File: src/rtl/gpio_port_pkg.sv
package gpio_port_pkg;
  localparam int unsigned WORD_W       = 32;
  localparam int unsigned ALT_CODE_W   = 2;
  localparam int unsigned ALT_PER_WORD = WORD_W / ALT_CODE_W;
  localparam int unsigned ALT_WPB      = WORD_W / ALT_PER_WORD;  // alt words per bank

  typedef enum logic [2:0] {
    KIND_LEVEL = 3'd0,
    KIND_DIR   = 3'd1,
    KIND_SET   = 3'd2,
    KIND_CLR   = 3'd3,
    KIND_RSV4  = 3'd4,
    KIND_RSV5  = 3'd5,
    KIND_RSV6  = 3'd6,
    KIND_ALT   = 3'd7
  } reg_kind_e;

  function automatic int unsigned word_of(reg_kind_e kind, int unsigned n_banks,
                                          int unsigned idx);
    return int'(kind) * n_banks + idx;
  endfunction
endpackage

File: src/rtl/gpio_sync.sv
module gpio_sync #(
  parameter int unsigned W = 32
) (
  input  logic         clk_i,
  input  logic         rst_ni,
  input  logic [W-1:0] d_i,
  output logic [W-1:0] q_o
);
  logic [W-1:0] meta_q, sync_q;

  always_ff @(posedge clk_i or negedge rst_ni) begin
    if (!rst_ni) begin
      meta_q <= '0;
      sync_q <= '0;
    end else begin
      meta_q <= d_i;
      sync_q <= meta_q;
    end
  end

  assign q_o = sync_q;
endmodule

File: src/rtl/gpio_bank.sv
module gpio_bank
  import gpio_port_pkg::*;
#(
  parameter int unsigned BANK    = 0,
  parameter int unsigned N_BANKS = 2,
  parameter int unsigned WA_W    = 8
) (
  input  logic              clk_i,
  input  logic              rst_ni,
  input  logic [WA_W-1:0]   waddr_i,
  input  logic              we_i,
  input  logic [WORD_W-1:0] wdata_i,
  input  logic [WORD_W-1:0] level_i,
  output logic [WORD_W-1:0] out_o,
  output logic [WORD_W-1:0] oe_o,
  output logic [WORD_W-1:0] rdata_o
);
  localparam logic [WA_W-1:0] A_LEVEL = WA_W'(word_of(KIND_LEVEL, N_BANKS, BANK));
  localparam logic [WA_W-1:0] A_DIR   = WA_W'(word_of(KIND_DIR,   N_BANKS, BANK));
  localparam logic [WA_W-1:0] A_SET   = WA_W'(word_of(KIND_SET,   N_BANKS, BANK));
  localparam logic [WA_W-1:0] A_CLR   = WA_W'(word_of(KIND_CLR,   N_BANKS, BANK));

  logic hit_level, hit_dir, hit_set, hit_clr;
  logic [WORD_W-1:0] dir_q, lat_q;

  assign hit_level = (waddr_i == A_LEVEL);
  assign hit_dir   = (waddr_i == A_DIR);
  assign hit_set   = (waddr_i == A_SET);
  assign hit_clr   = (waddr_i == A_CLR);

  always_ff @(posedge clk_i or negedge rst_ni) begin
    if (!rst_ni) begin
      dir_q <= '0;
      lat_q <= '0;
    end else if (we_i) begin
      if (hit_dir) dir_q <= wdata_i;
      if (hit_set)      lat_q <= lat_q | wdata_i;
      else if (hit_clr) lat_q <= lat_q & ~wdata_i;
    end
  end

  // set and clear words read as zero; level writes fall through
  always_comb begin
    rdata_o = '0;
    if (hit_level)    rdata_o = level_i;
    else if (hit_dir) rdata_o = dir_q;
  end

  assign out_o = lat_q;
  assign oe_o  = dir_q;

  a_r4_oe_load: assert property (@(posedge clk_i) disable iff (!rst_ni)
    (we_i && waddr_i == A_DIR) |=> oe_o == $past(wdata_i));

  a_r4_oe_hold: assert property (@(posedge clk_i) disable iff (!rst_ni)
    !(we_i && waddr_i == A_DIR) |=> $stable(oe_o));

  a_r5_set_ones: assert property (@(posedge clk_i) disable iff (!rst_ni)
    (we_i && waddr_i == A_SET) |=>
      ((out_o & $past(wdata_i)) == $past(wdata_i)) &&
      ((out_o & ~$past(wdata_i)) == ($past(out_o) & ~$past(wdata_i))));

  a_r6_clr_ones: assert property (@(posedge clk_i) disable iff (!rst_ni)
    (we_i && waddr_i == A_CLR) |=>
      ((out_o & $past(wdata_i)) == '0) &&
      ((out_o & ~$past(wdata_i)) == ($past(out_o) & ~$past(wdata_i))));

  a_r5_latch_hold: assert property (@(posedge clk_i) disable iff (!rst_ni)
    !(we_i && (waddr_i == A_SET || waddr_i == A_CLR)) |=> $stable(out_o));
endmodule

File: src/rtl/gpio_altfn.sv
module gpio_altfn
  import gpio_port_pkg::*;
#(
  parameter int unsigned N_WORDS = 4,
  parameter int unsigned BASE    = 14,
  parameter int unsigned WA_W    = 8
) (
  input  logic                      clk_i,
  input  logic                      rst_ni,
  input  logic [WA_W-1:0]           waddr_i,
  input  logic                      we_i,
  input  logic [WORD_W-1:0]         wdata_i,
  output logic [N_WORDS*WORD_W-1:0] alt_o,
  output logic [WORD_W-1:0]         rdata_o
);
  logic [N_WORDS-1:0][WORD_W-1:0] alt_q;
  logic [N_WORDS-1:0]             hit;

  for (genvar w = 0; w < N_WORDS; w++) begin : g_word
    localparam logic [WA_W-1:0] A_WORD = WA_W'(BASE + w);
    assign hit[w] = (waddr_i == A_WORD);

    always_ff @(posedge clk_i or negedge rst_ni) begin
      if (!rst_ni)              alt_q[w] <= '0;
      else if (we_i && hit[w])  alt_q[w] <= wdata_i;
    end

    a_r7_alt_load: assert property (@(posedge clk_i) disable iff (!rst_ni)
      (we_i && waddr_i == A_WORD) |=> alt_o[w*WORD_W +: WORD_W] == $past(wdata_i));

    a_r7_alt_hold: assert property (@(posedge clk_i) disable iff (!rst_ni)
      !(we_i && waddr_i == A_WORD) |=> $stable(alt_o[w*WORD_W +: WORD_W]));
  end

  always_comb begin
    rdata_o = '0;
    for (int w = 0; w < N_WORDS; w++) if (hit[w]) rdata_o = alt_q[w];
  end

  assign alt_o = alt_q;
endmodule

File: src/rtl/gpio_port.sv
module gpio_port
  import gpio_port_pkg::*;
#(
  parameter int unsigned NUM_PINS = 64,
  parameter int unsigned ADDR_W   = 10
) (
  input  logic                    clk_i,
  input  logic                    rst_ni,
  input  logic [ADDR_W-1:0]       addr_i,
  input  logic                    we_i,
  input  logic [WORD_W-1:0]       wdata_i,
  output logic [WORD_W-1:0]       rdata_o,
  input  logic [NUM_PINS-1:0]     pins_i,
  output logic [NUM_PINS-1:0]     pin_out_o,
  output logic [NUM_PINS-1:0]     pin_oe_o,
  output logic [2*NUM_PINS-1:0]   alt_sel_o
);
  localparam int unsigned N_BANKS     = NUM_PINS / WORD_W;
  localparam int unsigned WA_W        = ADDR_W - 2;
  localparam int unsigned N_ALT_WORDS = N_BANKS * ALT_WPB;
  localparam int unsigned ALT_BASE    = word_of(KIND_ALT, N_BANKS, 0);
  localparam int unsigned MAP_WORDS   = ALT_BASE + N_ALT_WORDS;
  localparam int unsigned RSV_LO      = word_of(KIND_RSV4, N_BANKS, 0);

  logic [WA_W-1:0]                 waddr;
  logic                            unused_lsb;
  logic [NUM_PINS-1:0]             level_s;
  logic [N_BANKS-1:0][WORD_W-1:0]  bank_rd;
  logic [WORD_W-1:0]               alt_rd, rd_mux;

  assign waddr      = addr_i[ADDR_W-1:2];
  assign unused_lsb = ^addr_i[1:0];

  gpio_sync #(.W(NUM_PINS)) i_sync (
    .clk_i  (clk_i),
    .rst_ni (rst_ni),
    .d_i    (pins_i),
    .q_o    (level_s)
  );

  for (genvar b = 0; b < N_BANKS; b++) begin : g_bank
    gpio_bank #(.BANK(b), .N_BANKS(N_BANKS), .WA_W(WA_W)) i_bank (
      .clk_i   (clk_i),
      .rst_ni  (rst_ni),
      .waddr_i (waddr),
      .we_i    (we_i),
      .wdata_i (wdata_i),
      .level_i (level_s[b*WORD_W +: WORD_W]),
      .out_o   (pin_out_o[b*WORD_W +: WORD_W]),
      .oe_o    (pin_oe_o[b*WORD_W +: WORD_W]),
      .rdata_o (bank_rd[b])
    );

    localparam logic [WA_W-1:0] A_SET = WA_W'(word_of(KIND_SET, N_BANKS, b));
    localparam logic [WA_W-1:0] A_CLR = WA_W'(word_of(KIND_CLR, N_BANKS, b));

    a_r5_set_reads_zero: assert property (@(posedge clk_i) disable iff (!rst_ni)
      (waddr == A_SET) |=> rdata_o == '0);

    a_r6_clr_reads_zero: assert property (@(posedge clk_i) disable iff (!rst_ni)
      (waddr == A_CLR) |=> rdata_o == '0);
  end

  gpio_altfn #(.N_WORDS(N_ALT_WORDS), .BASE(ALT_BASE), .WA_W(WA_W)) i_altfn (
    .clk_i   (clk_i),
    .rst_ni  (rst_ni),
    .waddr_i (waddr),
    .we_i    (we_i),
    .wdata_i (wdata_i),
    .alt_o   (alt_sel_o),
    .rdata_o (alt_rd)
  );

  // at most one source is non-zero for any address
  always_comb begin
    rd_mux = alt_rd;
    for (int b = 0; b < N_BANKS; b++) rd_mux = rd_mux | bank_rd[b];
  end

  always_ff @(posedge clk_i or negedge rst_ni) begin
    if (!rst_ni) rdata_o <= '0;
    else         rdata_o <= rd_mux;
  end

  a_r9_oob_reads_zero: assert property (@(posedge clk_i) disable iff (!rst_ni)
    ({{(32-WA_W){1'b0}}, waddr} >= MAP_WORDS) |=> rdata_o == '0);

  a_r2_rsv_reads_zero: assert property (@(posedge clk_i) disable iff (!rst_ni)
    ({{(32-WA_W){1'b0}}, waddr} >= RSV_LO && {{(32-WA_W){1'b0}}, waddr} < ALT_BASE)
      |=> rdata_o == '0);

  a_r9_oob_no_effect: assert property (@(posedge clk_i) disable iff (!rst_ni)
    ({{(32-WA_W){1'b0}}, waddr} >= MAP_WORDS)
      |=> $stable(pin_out_o) && $stable(pin_oe_o) && $stable(alt_sel_o));
endmodule

File: config.mk
export PLATFORM = sky130hd
export DESIGN_NAME = gpio_port
export DESIGN_NICKNAME = d
export VERILOG_FILES = /design/src/rtl/gpio_port_pkg.sv /design/src/rtl/gpio_sync.sv /design/src/rtl/gpio_bank.sv /design/src/rtl/gpio_altfn.sv /design/src/rtl/gpio_port.sv
export SDC_FILE = /design/constraint.sdc
export NUM_CORES = 1
export LEC_CHECK = 0
export BUFFER_PORTS_ARGS = -buffer_cell sky130_fd_sc_hd__buf_2
export CAP_MARGIN = 20
export CORE_ASPECT_RATIO = 0.7
export CORE_MARGIN = 10
export CORE_UTILIZATION = 25
export CTS_CLUSTER_SIZE = 28
export DETAILED_ROUTE_END_ITERATION = 8
export PLACE_DENSITY_LB_ADDON = 0.08
export SLEW_MARGIN = 10
export SYNTH_ARGS = -nofsm -noshare
export SYNTH_HDL_FRONTEND = slang
export SYNTH_SLANG_ARGS = --single-unit
File: constraint.sdc
create_clock -name clk_i -period 1.7 [get_ports clk_i]
set_input_delay 0.34 -clock clk_i [delete_from_list [all_inputs] [get_ports clk_i]]
set_output_delay 0.34 -clock clk_i [all_outputs]
set_load 0.02 [all_outputs]
## Word-level counts from Yosys, hierarchy flattened

Index checks and enable logic that the tools add are counted.

| storage, ports and cells | value |
|---|---|
| register bits | 416 |
| input bits | 109 |
| output and inout bits | 288 |
| word-level logic and storage cells | 52 |

| operators by class | value |
|---|---|
| eq/ne operators | 11 |
| muxes and demuxes | 12 |
| bitwise operators | 7 |
| reductions and logical operators | 11 |

Operators with widths:

| kind | number |
|---|---|
| 32-bit 2-to-1 mux | 12 |
| 32-bit bitwise OR | 4 |
| 32-bit AND | 2 |
| 8-bit by 3-bit == test with 1-bit output, second input constant | 4 |
| 32-bit inverter | 1 |
| 8-bit by 2-bit == test with 1-bit output, second input constant | 2 |
| 8-bit by 4-bit == test with 1-bit output, second input constant | 2 |
| 8-bit by 5-bit == test with 1-bit output, second input constant | 2 |
| 8-bit by 1-bit == test with 1-bit output, second input constant | 1 |
| 8-bit zero test | 1 |
| 2-bit AND reduction | 4 |
| 1-bit logical AND | 4 |
| 2-bit nonzero test | 2 |

## Longest topological paths before layout

| logic depth | value |
|---|---|
| depth in word-level cells | 7 |
| gate-level depth with buffers | 8 |
| mapped depth without buffers | 4 |

## By module

From an unflattened synthesis, not the netlist that was laid out.

| unflattened totals | value |
|---|---|
| cell total of the unflattened synthesis | 1118 |
| area, all modules | 16418.2 um^2 |

By module, submodules not included:

| module | instances | cells an instance | area an instance (um^2) | seq. area each (um^2) |
|---|---|---|---|---|
| gpio_bank | 2 | 251 | 3098.0 | 1601.5 |
| gpio_altfn | 1 | 424 | 6018.3 | 3203.1 |
| gpio_sync | 1 | 128 | 3203.1 | 3203.1 |
| gpio_port | 1 | 64 | 1001.0 | 800.8 |

## Worst setup path before layout

Ideal clock, no wire load.

| path | value |
|---|---|
| kind | input to register |
| start | in addr_i[9] |
| end | reg i_altfn.alt_q, in the netlist i_altfn.alt_o[100] |
| arrival | 2.115 ns |
| required time | 1.575 ns |
| path slack | -0.540 ns |
| stages on the path | 7 |
| path buffers | 3 |
| cells stage by stage | or3_1 or4_1 clkbuf_1 or2_1 buf_6 buf_6 mux2_4 |

| between the ends | value |
|---|---|
| word-level cells in the longest chain between the ends | 2 |

Ends and longest elaborated chain:

| element | RTL line | source |
|---|---|---|
| start, declared | gpio_port.sv:9 | `input logic [ADDR_W-1:0] addr_i,` |
| 8-bit by 5-bit == test with 1-bit output | gpio_altfn.sv:21 | `assign hit[w] = (waddr_i == A_WORD);` |
| 1-bit logical AND | gpio_altfn.sv:25 | `else if (we_i && hit[w]) alt_q[w] <= wdata_i;` |
| end signal, assigned by index | gpio_altfn.sv:25 |  |
| end, declared | gpio_altfn.sv:16 | `logic [N_WORDS-1:0][WORD_W-1:0] alt_q;` |

Every way passes these cells.
A chain may end at the register's enable or synchronous reset.

==> results by group <==
Run status
  – Status: finished with violations
  – Violated checks: setup timing

Clock network
  – CTS clk-pin slew, worst paths: 0.07 ns
  – Num CTS Buffers: 45
  – CTS tree: yes
  – Root Buffer: clkbuf_16
  – Maximum root-to-sink buffer count: 3
  – Clock sinks: about 420
  – Htree depth: 2
  – Clk_lat worst skew: ~0.57 ns

Flow run
  – Max-cap check violation count: 0

Worst setup path
  – Worst-path fanout max: 6
  – R2r endpoint: rdata_o[29]
  – CP endpoint kind: flip-flop
  – CP arrival: 2.15 ns
  – CP Launch Point: addr_i[7]
  – CP Cell Sequence: buf_6, buf_6, or4_4, buf_6, nor4b_4, buf_6, clkbuf_16, nand2_2, mux2i_1
  – Critical Path Most Common Cell: buf_6
  – CP delay by family, top: simple AND/OR/NAND/NOR gates
  – Worst setup SP type: primary input
  – Worst path bufs/invs: 5
  – Worst reg2reg startpoint: g_bank[1].i_bank.oe_o[29]
  – CP required: ~2.1 ns
  – Worst reg2reg setup slack: 0.37 ns
  – Critical path class: in2reg
  – Critical path's largest stage delay: about 0.58 ns
  – Worst reg2reg path depth: 4
  – Crit-path slowest cell: or4_4

Power
  – Pwr dens: approximately 1000 nW/um^2
  – Peak supply drop: 0.700 mV
  – Leak Pwr: 12.0 nW
  – Overall power: about 23 mW

Floorplanning
  – Height of the die: around 230 um
  – Die width: roughly 320 um
  – Starting Density: about a quarter
  – CORE AREA: roughly 64000 um^2
  – Die area: roughly 75000 um^2
  – # rows: 77
  – Io pins: between 300 and 400

Layout
  – Syn-to-layout area delta: 39.5%
  – Post-layout util: around 35%
  – Share of cells above drive strength 1: 52.1%
  – NumNets Final: approximately 1700
  – Fin cells: about 2500

Global routing
  – First-pass GRT wire length: ~90000 um
  – Largest net degree at the start of global routing: 60
  – Gr usage total: between 15 and 20%
  – Antenna violations before repair: 2
  – Overflow after GRT: 0
  – Vias in the first global route: ~12000

Timing
  – Max-slew violation count: 0
  – Final worst slack: -0.0237 ns
  – Period utilization: 101%
  – Worst-Margin Slew: 0.788 ns
  – Final Hold Fails: 0
  – Post-route minimum period: between 1.5 and 2 ns
  – Relative slew slack: 47.4%
  – Clk_skew: approximately 0.025 ns
  – Count of final setup violators: 14
  – F_max: 580 MHz
  – RSZ-0062 raised after global routing: yes

Yosys
  – Simple-Gate Fraction of Synth Area: under 10%
  – Area share of the largest cell type after synthesis: between 60% and 70%
  – Most common cell in the netlist: dfrtp_1
  – Synth cell types: 31
  – Ys async rst share: between 90% and 100%
  – Yosys top cell by area: dfrtp_1
  – Combinational family with the most area after synthesis: multiplexers
  – Avg Cell Area, Syn: roughly 15 um^2
  – Post-synth net total: ~1200
  – Top cells by area, synth: dfrtp_1, mux2_2, mux2i_1, mux2_4, nand2_1
  – Commonest cells post-synth: dfrtp_1, mux2_2, mux2i_1
  – Synthesis warning total: 0
  – Synthesized cell area: around 16000 um^2
  – Post-synthesis adder-cell area fraction: 0%
  – Synth Register Bits: between 400 and 500
  – Post-synth EDFFs: 0
  – Multiplexer area fraction after synthesis: between 20% and 30%
  – Sequential fraction of the synthesis area: between 60% and 70%
  – Top_reg_cell synth: dfrtp_1
  – Synth Area in Compound Gates: under 10%
  – Post-Synth XOR/XNOR Area: 0%
  – Post-Syn Instances: about 1100

Route
  – DRT antenna net count: 0
  – Drt total wl: approximately 62000 um
  – Vias per cell: 4.39
  – Vias: between 10000 and 15000
  – Number of DRC markers in iteration 0: 516
  – DRC viols: 0
  – Average wire per cell in the routed design: between 20 and 30 um
  – DRT Pass-1 Iters: 4

Min path
  – Hold WC Path Type: in2reg
  – Hold Crit Start: wdata_i[7]
  – WHS Path Cells: 3

Placed design
  – Placement Setup Slack: -0.785 ns
  – Routability cong.: roughly 0.73
  – DP HPWL: 43300 um
  – Port Buffer Count: between 300 and 400
  – Placed insts: approximately 2300
-- metrics by stage --
step | cell area, um^2 | hold WS [ns] | TNS, ns
after detailed placement | 20100 | 0.208 | -166.67
after global routing | 22500 | 0.107 | -1.13
after CTS | 22400 | 0.0710 | -0.0402
after global placement | 20100 | 0.208 | -161.86
final | 22500 | 0.124 | -0.130
after floorplan | 16500 | 0.0444 | -61.19
-- how the worst max path moves through the flow --
stage | end | slack, ns | cells after the start
after floorplan | i_altfn.alt_o[100] | -0.50 | 7
after global placement | i_altfn.alt_o[40] | -0.77 | 8
after detailed placement | i_altfn.alt_o[33] | -0.78 | 8
after CTS | flip-flop | -0.01 | 8
after global routing | flip-flop | -0.06 | 9
final | flip-flop | -0.02 | 9
-- report_power, final --
part	internal, mW	switching (mW)	leakage (nW)	total, mW
clock network	6.07	4.15	0.760	10.2
logic	0.908	1.38	6.03	2.29
registers	10.3	0.275	5.16	10.6
-- routing by layer --
layer / global-route usage [%] / wire length [um] / up-vias
li1: - / - / 4866
met1: 22.2 / 28800 / 5709
met3: 4.40 / 4220 / 51
met5: 0 / 0 / -
met4: 2.82 / 697 / 0
met2: 25.4 / 28700 / 273
-- final cells by class --
class,count,area [um^2]
Antenna cell,1,2.50
Timing Repair Buffer,544,3800
Clock inverter,17,195
Clock buffer,66,1340
Multi-Input combinational cell,546,5510
Tap cell,829,1040
Fill cell,6275,41100
Inverter,65,244
Sequential cell,416,10400
-- worst reg2reg max path: cells and delay by family, from the launching register on --
family	cells	cell delay, ns
AO/OA/AOI/OAI	3	0.45
flip-flops	1	0.40
multiplexers	1	0.35
-- cells by family after synthesis --
logic type / Yosys count
muxes: 352
DFF: 416
AOI/OAI and AO/OA: 91
and+or+nand+nor: 103
buffers and inverters: 130
-- placed cells by master (no fill, tap or decap), types with 18 or more instances in the layout --
master         synthesis  routed
a22oi_1               38      38
buf_12                 0      34
buf_2                 11     388
buf_4                  0      44
clkbuf_16              0      49
dfrtp_1              416     416
dlygate4sd3_1          0      65
inv_1                 65      65
mux2_2               197     197
mux2_4                30      33
mux2i_1              110     110
nand2_1               78      25
nand2_2                0      42
o21ai_1                0      18
o22a_1                19      19
-- repair_timing --
item | 4_1_cts | 5_1_grt
buffers inserted | 2 | 3
cloned | 1 | 2
endpoints found under the hold margin | 302 | 0
pin swaps | 2 | 4
hold buffers | 65 | 0
endpoints found under the setup margin | 79 | 72
gates resized for setup | 2 | 22
(Power assumes the default switching activity.)
